`src/rtl/idct4_pkg.sv`:
```
package idct4_pkg;

    localparam int COEF_W  = 16;
    localparam int LANES   = 4;
    localparam int PIX_W   = 8;
    localparam int ACC_W   = 34;
    localparam int BUS_W   = COEF_W * LANES;

    localparam int K_ROT   = 4433;
    localparam int K_ODD_A = 6270;
    localparam int K_ODD_B = 15137;
    localparam int COL_RND = 1024;
    localparam int ROW_DC  = 4112;
    localparam int COL_PRE = 2;
    localparam int COL_SHR = 11;
    localparam int ROW_PRE = 13;
    localparam int ROW_SHR = 18;
    localparam int PIX_MAX = (1 << PIX_W) - 1;

    typedef enum logic {
        PASS_COL = 1'b0,
        PASS_ROW = 1'b1
    } pass_e;

    typedef logic signed [COEF_W-1:0] coef_t;
    typedef logic signed [ACC_W-1:0]  acc_t;

    typedef struct packed {
        acc_t sum;
        acc_t dif;
    } even_t;

    typedef struct packed {
        acc_t upper;
        acc_t lower;
    } odd_t;

    function automatic acc_t widen(input coef_t v);
        return acc_t'(v);
    endfunction

    function automatic logic [PIX_W-1:0] clamp_pix(input acc_t v);
        if (v < 0)
            return '0;
        else if (v > acc_t'(PIX_MAX))
            return PIX_W'(PIX_MAX);
        else
            return v[PIX_W-1:0];
    endfunction

endpackage

```
`src/rtl/idct4_even.sv`:
```
module idct4_even
    import idct4_pkg::*;
(
    input  coef_t d0,
    input  coef_t d2,
    input  pass_e mode,
    output even_t ev
);
    acc_t base;
    acc_t side;

    always_comb begin
        base = widen(d0);
        if (mode == PASS_ROW)
            base = base + acc_t'(ROW_DC);
        side   = widen(d2);
        ev.sum = base + side;
        ev.dif = base - side;
    end
endmodule

```
`src/rtl/idct4_odd.sv`:
```
module idct4_odd
    import idct4_pkg::*;
(
    input  coef_t d1,
    input  coef_t d3,
    input  pass_e mode,
    output odd_t  od
);
    localparam acc_t C_ROT = acc_t'(K_ROT);
    localparam acc_t C_A   = acc_t'(K_ODD_A);
    localparam acc_t C_B   = acc_t'(K_ODD_B);

    acc_t a1;
    acc_t a3;
    acc_t shared;

    always_comb begin
        a1     = widen(d1);
        a3     = widen(d3);
        shared = (a1 + a3) * C_ROT;
        if (mode == PASS_COL)
            shared = shared + acc_t'(COL_RND);
        od.upper = shared + a1 * C_A;
        od.lower = shared - a3 * C_B;
    end
endmodule

```
`src/rtl/idct4_combine.sv`:
```
module idct4_combine
    import idct4_pkg::*;
(
    input  even_t              ev,
    input  odd_t               od,
    input  pass_e              mode,
    output logic [BUS_W-1:0]   lanes
);
    for (genvar k = 0; k < LANES; k++) begin : g_lane
        localparam bit OUTER = (k == 0) || (k == LANES - 1);
        localparam bit SUBT  = (k >= LANES / 2);

        acc_t e_sel;
        acc_t o_sel;
        acc_t col_val;
        acc_t row_val;

        always_comb begin
            e_sel = OUTER ? ev.sum   : ev.dif;
            o_sel = OUTER ? od.upper : od.lower;
            if (SUBT) begin
                col_val = (e_sel <<< COL_PRE) - (o_sel >>> COL_SHR);
                row_val = ((e_sel <<< ROW_PRE) - o_sel) >>> ROW_SHR;
            end else begin
                col_val = (e_sel <<< COL_PRE) + (o_sel >>> COL_SHR);
                row_val = ((e_sel <<< ROW_PRE) + o_sel) >>> ROW_SHR;
            end
            if (mode == PASS_ROW)
                lanes[k*COEF_W +: COEF_W] = {{(COEF_W-PIX_W){1'b0}}, clamp_pix(row_val)};
            else
                lanes[k*COEF_W +: COEF_W] = col_val[COEF_W-1:0];
        end
    end
endmodule

```
`src/rtl/idct4_unit.sv`:
```
module idct4_unit
    import idct4_pkg::*;
(
    input  logic              clk,
    input  logic              rst,
    input  logic              in_valid,
    output logic              in_ready,
    input  logic              in_mode,
    input  logic [BUS_W-1:0]  in_coef,
    output logic              out_valid,
    input  logic              out_ready,
    output logic              out_mode,
    output logic [BUS_W-1:0]  out_data
);
    pass_e             mode_in;
    even_t             ev;
    odd_t              od;
    logic [BUS_W-1:0]  lanes;
    logic              take;

    assign mode_in  = pass_e'(in_mode);
    assign in_ready = !out_valid || out_ready;
    assign take     = in_valid && in_ready;

    idct4_even u_even (
        .d0   (coef_t'(in_coef[0*COEF_W +: COEF_W])),
        .d2   (coef_t'(in_coef[2*COEF_W +: COEF_W])),
        .mode (mode_in),
        .ev   (ev)
    );

    idct4_odd u_odd (
        .d1   (coef_t'(in_coef[1*COEF_W +: COEF_W])),
        .d3   (coef_t'(in_coef[3*COEF_W +: COEF_W])),
        .mode (mode_in),
        .od   (od)
    );

    idct4_combine u_comb (
        .ev    (ev),
        .od    (od),
        .mode  (mode_in),
        .lanes (lanes)
    );

    always_ff @(posedge clk) begin
        if (rst) begin
            out_valid <= 1'b0;
        end else if (take) begin
            out_valid <= 1'b1;
        end else if (out_ready) begin
            out_valid <= 1'b0;
        end
    end

    always_ff @(posedge clk) begin
        if (take) begin
            out_data <= lanes;
            out_mode <= in_mode;
        end
    end
endmodule

```
`config.mk`:
```
export PLATFORM = sky130hd
export DESIGN_NAME = idct4_unit
export DESIGN_NICKNAME = d
export VERILOG_FILES = /design/src/rtl/idct4_pkg.sv /design/src/rtl/idct4_even.sv /design/src/rtl/idct4_odd.sv /design/src/rtl/idct4_combine.sv /design/src/rtl/idct4_unit.sv
export SDC_FILE = /design/constraint.sdc
export NUM_CORES = 1
export LEC_CHECK = 0
export BUFFER_PORTS_ARGS = -buffer_cell sky130_fd_sc_hd__buf_2
export CELL_PAD_IN_SITES_DETAIL_PLACEMENT = 1
export CELL_PAD_IN_SITES_GLOBAL_PLACEMENT = 2
export CORE_AREA = 5 5 263 265
export DETAILED_ROUTE_END_ITERATION = 8
export DIE_AREA = 0 0 268 270
export PLACE_DENSITY_LB_ADDON = 0.1
export SLEW_MARGIN = 10
export SYNTH_ARGS = -nofsm -noshare
export SYNTH_HDL_FRONTEND = slang
export SYNTH_SLANG_ARGS = --single-unit
```
`constraint.sdc`:
```
create_clock -name clk -period 19.22 [get_ports clk]
set_input_delay 3.844 -clock clk [delete_from_list [all_inputs] [get_ports clk]]
set_output_delay 3.844 -clock clk [all_outputs]
set_load 0.005 [all_outputs]
```
Word level (Yosys, flattened, before mapping)
Index checks and enable logic that the tools add are counted.
{ "word_totals": {"regBits": 66, "in_bits": 69, "output_inout_bits": 67, "wordCells": 50} }
{ "op_classes": {"n_addsub": 15, "n_mul": 3, "magnitude_cmp": 8, "mux": 16, "reduce_logical": 4} }
{ "ops": {"columns": ["cell", "n"], "rows": [
  ["2-to-1 mux 8 bit", 12],
  ["adder 34 bit", 2],
  ["subtractor 34 bit", 2],
  ["> comparator 16 x 9 -> 1 bit (second input constant)", 4],
  ["< comparator 16 x 1 -> 1 bit (second input constant)", 4],
  ["adder 34 x 12 -> 34 bit (second input constant)", 1],
  ["adder 34 x 30 -> 34 bit", 1],
  ["multiplier 34 x 14 -> 34 bit (second input constant)", 1],
  ["2-to-1 mux 34 bit", 1],
  ["subtractor 34 x 31 -> 34 bit", 1],
  ["adder 16 bit", 2],
  ["subtractor 16 bit", 2],
  ["multiplier 16 x 15 -> 31 bit (second input constant)", 1],
  ["multiplier 16 x 13 -> 29 bit (second input constant)", 1],
  ["adder 21 x 16 -> 21 bit", 1],
  ["2-to-1 mux 21 bit", 1],
  ["subtractor 21 x 16 -> 21 bit", 1],
  ["adder 16 x 14 -> 17 bit (second input constant)", 1],
  ["adder 16 x 16 -> 17 bit", 1],
  ["2-to-1 mux 1 bit", 2],
  ["nonzero test 2 bit", 1],
  ["logical AND 1 bit", 1],
  ["logical NOT 1 bit", 1],
  ["logical OR 1 bit", 1]
]} }

Longest topological paths before layout
{ "logic_depth": {"depth_word": 10, "depth_mapped": 64, "mapped_depth_nobuf": 62} }

By module
Synthesis repeated with hierarchy kept, for this count alone.
{ "hier_totals": {"hier_cells": 3262, "area_unflattened_um2": 26874.5} }
{ "modules_own_cells": {"columns": ["mod", "n_inst", "cells_each", "area_per_inst_um2", "seq_area_each_um2"], "rows": [
  ["idct4_odd", 1, 1942, 16569.6, 0.0],
  ["idct4_combine", 1, 917, 6009.5, 0.0],
  ["idct4_even", 1, 333, 2288.4, 0.0],
  ["idct4_unit", 1, 70, 2006.9, 1971.9]
]} }

Least setup slack after synthesis
No wires, ideal clock.
{ "synth_path": {"kind": "input to register", "start": "input port in_coef[17]", "end": "register out_data[36] (data pin)", "setup_time_ns": 0.280, "arrival_ns": 15.901, "setup_slack_ns": 3.039, "path_stages": 59, "path_buffers": 3, "path_cell_list": "ha_1 -> a21o_1 -> a21oi_1 -> o21ai_0 -> a21oi_1 -> o21bai_1 -> a21oi_1 -> nor2b_1 -> o21a_1 -> o21a_1 -> o21a_1 -> nor2_1 -> xor2_1 -> inv_1 -> ha_1 -> fa_1 -> inv_1 -> fa_1 -> (+23 left out) -> nor2_1 -> a211oi_1 -> o41ai_2 -> a21o_1 -> a21o_1 -> xor2_1 -> ha_1 -> clkbuf_1 -> clkinv_1 -> or3_1 -> o21ai_0 -> nand4_1 -> a21oi_1 -> o2111ai_1 -> a311oi_1 -> and3_1 -> buf_1 -> a221oi_1"} }
{ "synth_between": {"elab_chain_len": 10} }
{ "synth_lines": {"columns": ["element", "line", "text"], "rows": [
  ["start: declaration", "idct4_unit.sv:9", "input logic [BUS_W-1:0] in_coef,"],
  ["adder 16 x 16 -> 17 bit *", "idct4_odd.sv:20", "shared = (a1 + a3) * C_ROT;"],
  ["multiplier 34 x 14 -> 34 bit *", "idct4_odd.sv:20", null],
  ["adder 34 x 12 -> 34 bit", "idct4_odd.sv:22", "shared = shared + acc_t'(COL_RND);"],
  ["2-to-1 mux 34 bit *", "idct4_odd.sv:21", "if (mode == PASS_COL)"],
  ["subtractor 34 x 31 -> 34 bit *", "idct4_odd.sv:24", "od.lower = shared - a3 * C_B;"],
  ["subtractor 34 bit", "idct4_combine.sv:23", "row_val = ((e_sel <<< ROW_PRE) - o_sel) >>> ROW_SHR;"],
  ["> comparator 16 x 9 -> 1 bit", "idct4_pkg.sv:45", "else if (v > acc_t'(PIX_MAX))"],
  ["2-to-1 mux 8 bit", "idct4_pkg.sv:45", null],
  ["2-to-1 mux 8 bit", "idct4_pkg.sv:43", "if (v < 0)"],
  ["2-to-1 mux 8 bit *", "idct4_combine.sv:28", "if (mode == PASS_ROW)"],
  ["net lanes[36]", "idct4_unit.sv:18", "logic [BUS_W-1:0] lanes;"],
  ["end signal: assignment", "idct4_unit.sv:58", "out_data <= lanes;"],
  ["end: declaration", "idct4_unit.sv:13", "output logic [BUS_W-1:0] out_data"]
]} }
The timed path passes the listed nets; every way through them passes the cells marked *.
A chain may end at the register's enable or synchronous reset.

Worst setup path in the final report
{ "layout_path": {"start": "input port in_coef[48]", "end": "register out_data[32] (data pin)"} }
{ "layout_between": {"elab_chain_len": 10} }
{ "layout_lines": {"columns": ["element", "line"], "rows": [
  ["adder 16 x 16 -> 17 bit", "idct4_odd.sv:20"],
  ["multiplier 34 x 14 -> 34 bit", "idct4_odd.sv:20"],
  ["adder 34 x 12 -> 34 bit", "idct4_odd.sv:22"],
  ["2-to-1 mux 34 bit", "idct4_odd.sv:21"],
  ["subtractor 34 x 31 -> 34 bit *", "idct4_odd.sv:24"],
  ["subtractor 34 bit", "idct4_combine.sv:23"],
  ["> comparator 16 x 9 -> 1 bit", "idct4_pkg.sv:45"],
  ["2-to-1 mux 8 bit", "idct4_pkg.sv:45"],
  ["2-to-1 mux 8 bit", "idct4_pkg.sv:43"],
  ["2-to-1 mux 8 bit *", "idct4_combine.sv:28"],
  ["net lanes[32]", "idct4_unit.sv:18"]
]} }
Marks and branches as above.

==> results by group <==
Setup path
  – Reg2reg setup slack: between 15 and 20 ns
  – Worst stage delay on the critical path: 0.54 ns
  – Worst EP required: 19.26 ns
  – Critical path fanouts, max: 10
  – Type of origin of the critical path: primary input
  – Critical path arrival: approximately 18 ns
  – FF-to-FF Start: out_valid
  – Crit-path slowest cell: fa_1
  – Reg2reg end: out_data[57]
  – Critical path endpoint category: flip-flop
  – Crit path top cell by count: ha_1
  – Critical path class: in -> reg
  – FF-to-FF path depth: 3

Finish
  – Nets: around 4,100
  – Fin area: approximately 28,000 um2
  – Number of fill cells: ~8,100
  – Register area: 1970 um2
  – Fin cells: 4,186
  – Area of the multi-input gates: between 20,000 and 25,000 um2
  – Area Growth Syn to Fin: 7.39%
  – Share of post-route cells with drive strength above 1: between 6 and 7%
  – Commonest non-fill, non-tap cell in the layout: inv_1
  – Most frequent cells in the layout: inv_1, ha_1, nor2_1

Placed design
  – Placer Congestion: a little over 0.9
  – Dpl hpwl: about 75,000 um
  – Number of buffers added on ports: 135
  – Placed Cells incl. Taps: between 4,000 and 5,000
  – DP Area: roughly 28,000 um2

Floorplan
  – # rows: 95
  – Die H: about 270 um
  – Die Area: 72,400 um2
  – Core ar.: approximately 67,000 um2
  – Width of the die: around 270 um
  – Starting Density: approximately two fifths
  – Ports: about 140

Global routing
  – First-pass GRT wire length: 134,000 um
  – Vias in the first global route: 24,246
  – Global Route Usage Sum: between 20 and 25%
  – Largest net degree at the start of global routing: about 70
  – Total grt overflow: 0
  – Initial antenna violation count: 4

STA
  – Fmax: around 0.056 GHz
  – Skew final: just over 0.008 ns
  – Final setup violation count: 0
  – Pins over their slew limit: 0
  – Slew of the pin with the lowest slew margin: between 1 and 1.5 ns
  – Relative slew slack: about 18%
  – Crit share post-route: ~93%
  – RSZ-0062 raised after global routing: false
  – Final hold viol count: 0
  – Setup TNS: 0 ns
  – Min cycle time layout: approximately 18 ns

Synthesis
  – Syn. warnings: 0
  – Mapped Area: about 26,000 um2
  – Yosys cell types: 99
  – #FFs+latches synth: between 60 and 70
  – Main synth FF type: edfxtp_1
  – Avg Inst Size Synth: a little over 8 um2
  – Post-synth EDFFs: 65
  – Mapped Cells: between 3,000 and 4,000
  – Async S/R FF share, synth: 0%
  – Sequential share of the synthesized area: under 10%
  – Syn_nets: around 4,000

Clock network
  – Total setup buffers inserted after CTS: 0
  – CTS clock-pin slew for the worst setup and hold paths: ~0.050 ns
  – Quantity of hold-fixing buffers added after cts: 0
  – Root Driver: clkbuf_16
  – CTS max path bufs: 2
  – Later-pin clock latency in the skew report: between 0.3 and 0.4 ns
  – Resized Gates After CTS: 0
  – Cts bufs inserted: 9
  – CTS Sinks: 66
  – TritonCTS clock tree: done
  – CTS H-Tree Depth: 3

Worst hold path
  – Hold Path Class: reg -> reg
  – WHS Path Cells: 2
  – Hold path start: out_valid
  – Hold Path Sink: out_valid

Detailed routing
  – Vias per cell: between 5 and 6
  – 1st-iter DRT viols: about 1,000
  – DRT Wirelength: around 84,000 um
  – WL/cell: between 20 and 25 um
  – DR pass1 iterations: 5
  – Vias: ~22,000
  – Post-DRT Antenna Nets: 0
  – Drt drc: 0

Outcome
  – Status: completed

Flow run
  – Maxcap violations: 0
[through the flow]
| stage | worst slack (ns) | hold WS, ns | utilization, % |
|---|---|---|---|
| 3_5_place_dp | 1.03 | 0.538 | 41.8 |
| 6_report | 1.38 | 0.531 | 42.4 |
| 5_1_grt | 0.349 | 0.571 | 42.4 |
| 4_1_cts | 1.37 | 0.545 | 42.4 |
| 2_1_floorplan | 3.04 | 0.522 | - |
| 3_3_place_gp | 1.26 | 0.487 | 41.8 |
[worst max-delay path by stage]
stage	startpoint	end	slack, ns	cells after the start
global placement	in_coef[48]	out_data[36]	1.26	56
global route	in_coef[48]	out_data[32]	0.35	57
CTS	in_coef[48]	out_data[32]	1.37	57
finish	in_coef[48]	out_data[32]	1.38	57
detailed placement	in_coef[48]	out_data[33]	1.03	57
floorplan	in_coef[17]	out_data[36]	3.04	59
[layer usage]
layer	global-route usage, %	routed length [um]
met4	7.60	3150
met3	2.10	2810
met2	39.6	40200
met1	30.5	38000
met5	0	0
[sequential cells by signal, indices dropped and copies added, names as in the netlist]
| register | cells |
|---|---|
| out_data | 64 |
| out_valid | 1 |
| out_mode | 1 |
[cells in the mapped netlist (5+ instances only)]
| library cell | number | share of area, % |
|---|---|---|
| or3_1 | 19 | 0.45 |
| a21o_1 | 75 | 2.1 |
| xnor2_1 | 178 | 5.9 |
| o2111ai_1 | 11 | 0.37 |
| a221oi_1 | 20 | 0.67 |
| or4_1 | 7 | 0.20 |
| buf_2 | 5 | 0.095 |
| nand3b_1 | 5 | 0.14 |
| nand2b_1 | 35 | 0.83 |
| nor2b_1 | 34 | 0.81 |
| nand2_1 | 121 | 1.7 |
| a21oi_1 | 227 | 4.3 |
| nand3_1 | 46 | 0.88 |
| o21bai_1 | 44 | 1.3 |
| o21a_1 | 33 | 0.94 |
| a21boi_0 | 7 | 0.20 |
| nor2_1 | 257 | 3.7 |
| nor3_1 | 47 | 0.90 |
| nand4_1 | 19 | 0.45 |
| clkbuf_1 | 49 | 0.70 |
| ha_1 | 467 | 22 |
| xor2_1 | 78 | 2.6 |
| nor4_1 | 21 | 0.50 |
| a211oi_1 | 23 | 0.66 |
| nor3b_1 | 12 | 0.34 |
| fa_1 | 246 | 19 |
| and4_1 | 6 | 0.20 |
| o211ai_1 | 14 | 0.40 |
| mux2_2 | 8 | 0.34 |
| o31a_1 | 7 | 0.23 |
| and2_1 | 18 | 0.43 |
| o31ai_1 | 10 | 0.29 |
| a31oi_1 | 28 | 0.67 |
| o21ai_0 | 122 | 2.3 |
| mux2i_1 | 12 | 0.46 |
| o41ai_1 | 5 | 0.17 |
| or2_2 | 8 | 0.19 |
| a2111oi_0 | 7 | 0.23 |
| edfxtp_1 | 65 | 7.4 |
| o22ai_1 | 19 | 0.45 |
| a211o_1 | 6 | 0.20 |
| inv_1 | 657 | 9.4 |
| and3_1 | 26 | 0.62 |
| a31o_2 | 6 | 0.20 |
[cells by family after synthesis]
family	count (synthesis)	share of synthesized area, %
buffers and inverters	726	10.6
AOI/OAI and AO/OA	725	18.1
adders and majority gates	713	41.0
and+or+nand+nor	698	13.0
xor gates and xnor gates	263	9.00
DFF	66	7.51
muxes	21	0.858
[critical path, delay by kind of cell]
kind	cells	cell delay, ns
buffers and inverters	8	0.93
xor gates and xnor gates	5	1.32
and+or+nand+nor	12	2.23
AOI/OAI and AO/OA	18	3.93
adders and majority gates	14	5.58
[layout make-up]
cell class	count	share of cell area, %
tap	873	3.87
clock inverter	6	0.488
multi-input combinational	2420	76.3
antenna	3	0.0266
clock buffer	10	0.812
sequential	66	6.99
inverter	661	8.80
timing repair buffer	147	2.72
Power is left out: the tool's default activity adds up to more than one toggle a clock period on the data nets, which glitch-free logic cannot reach.
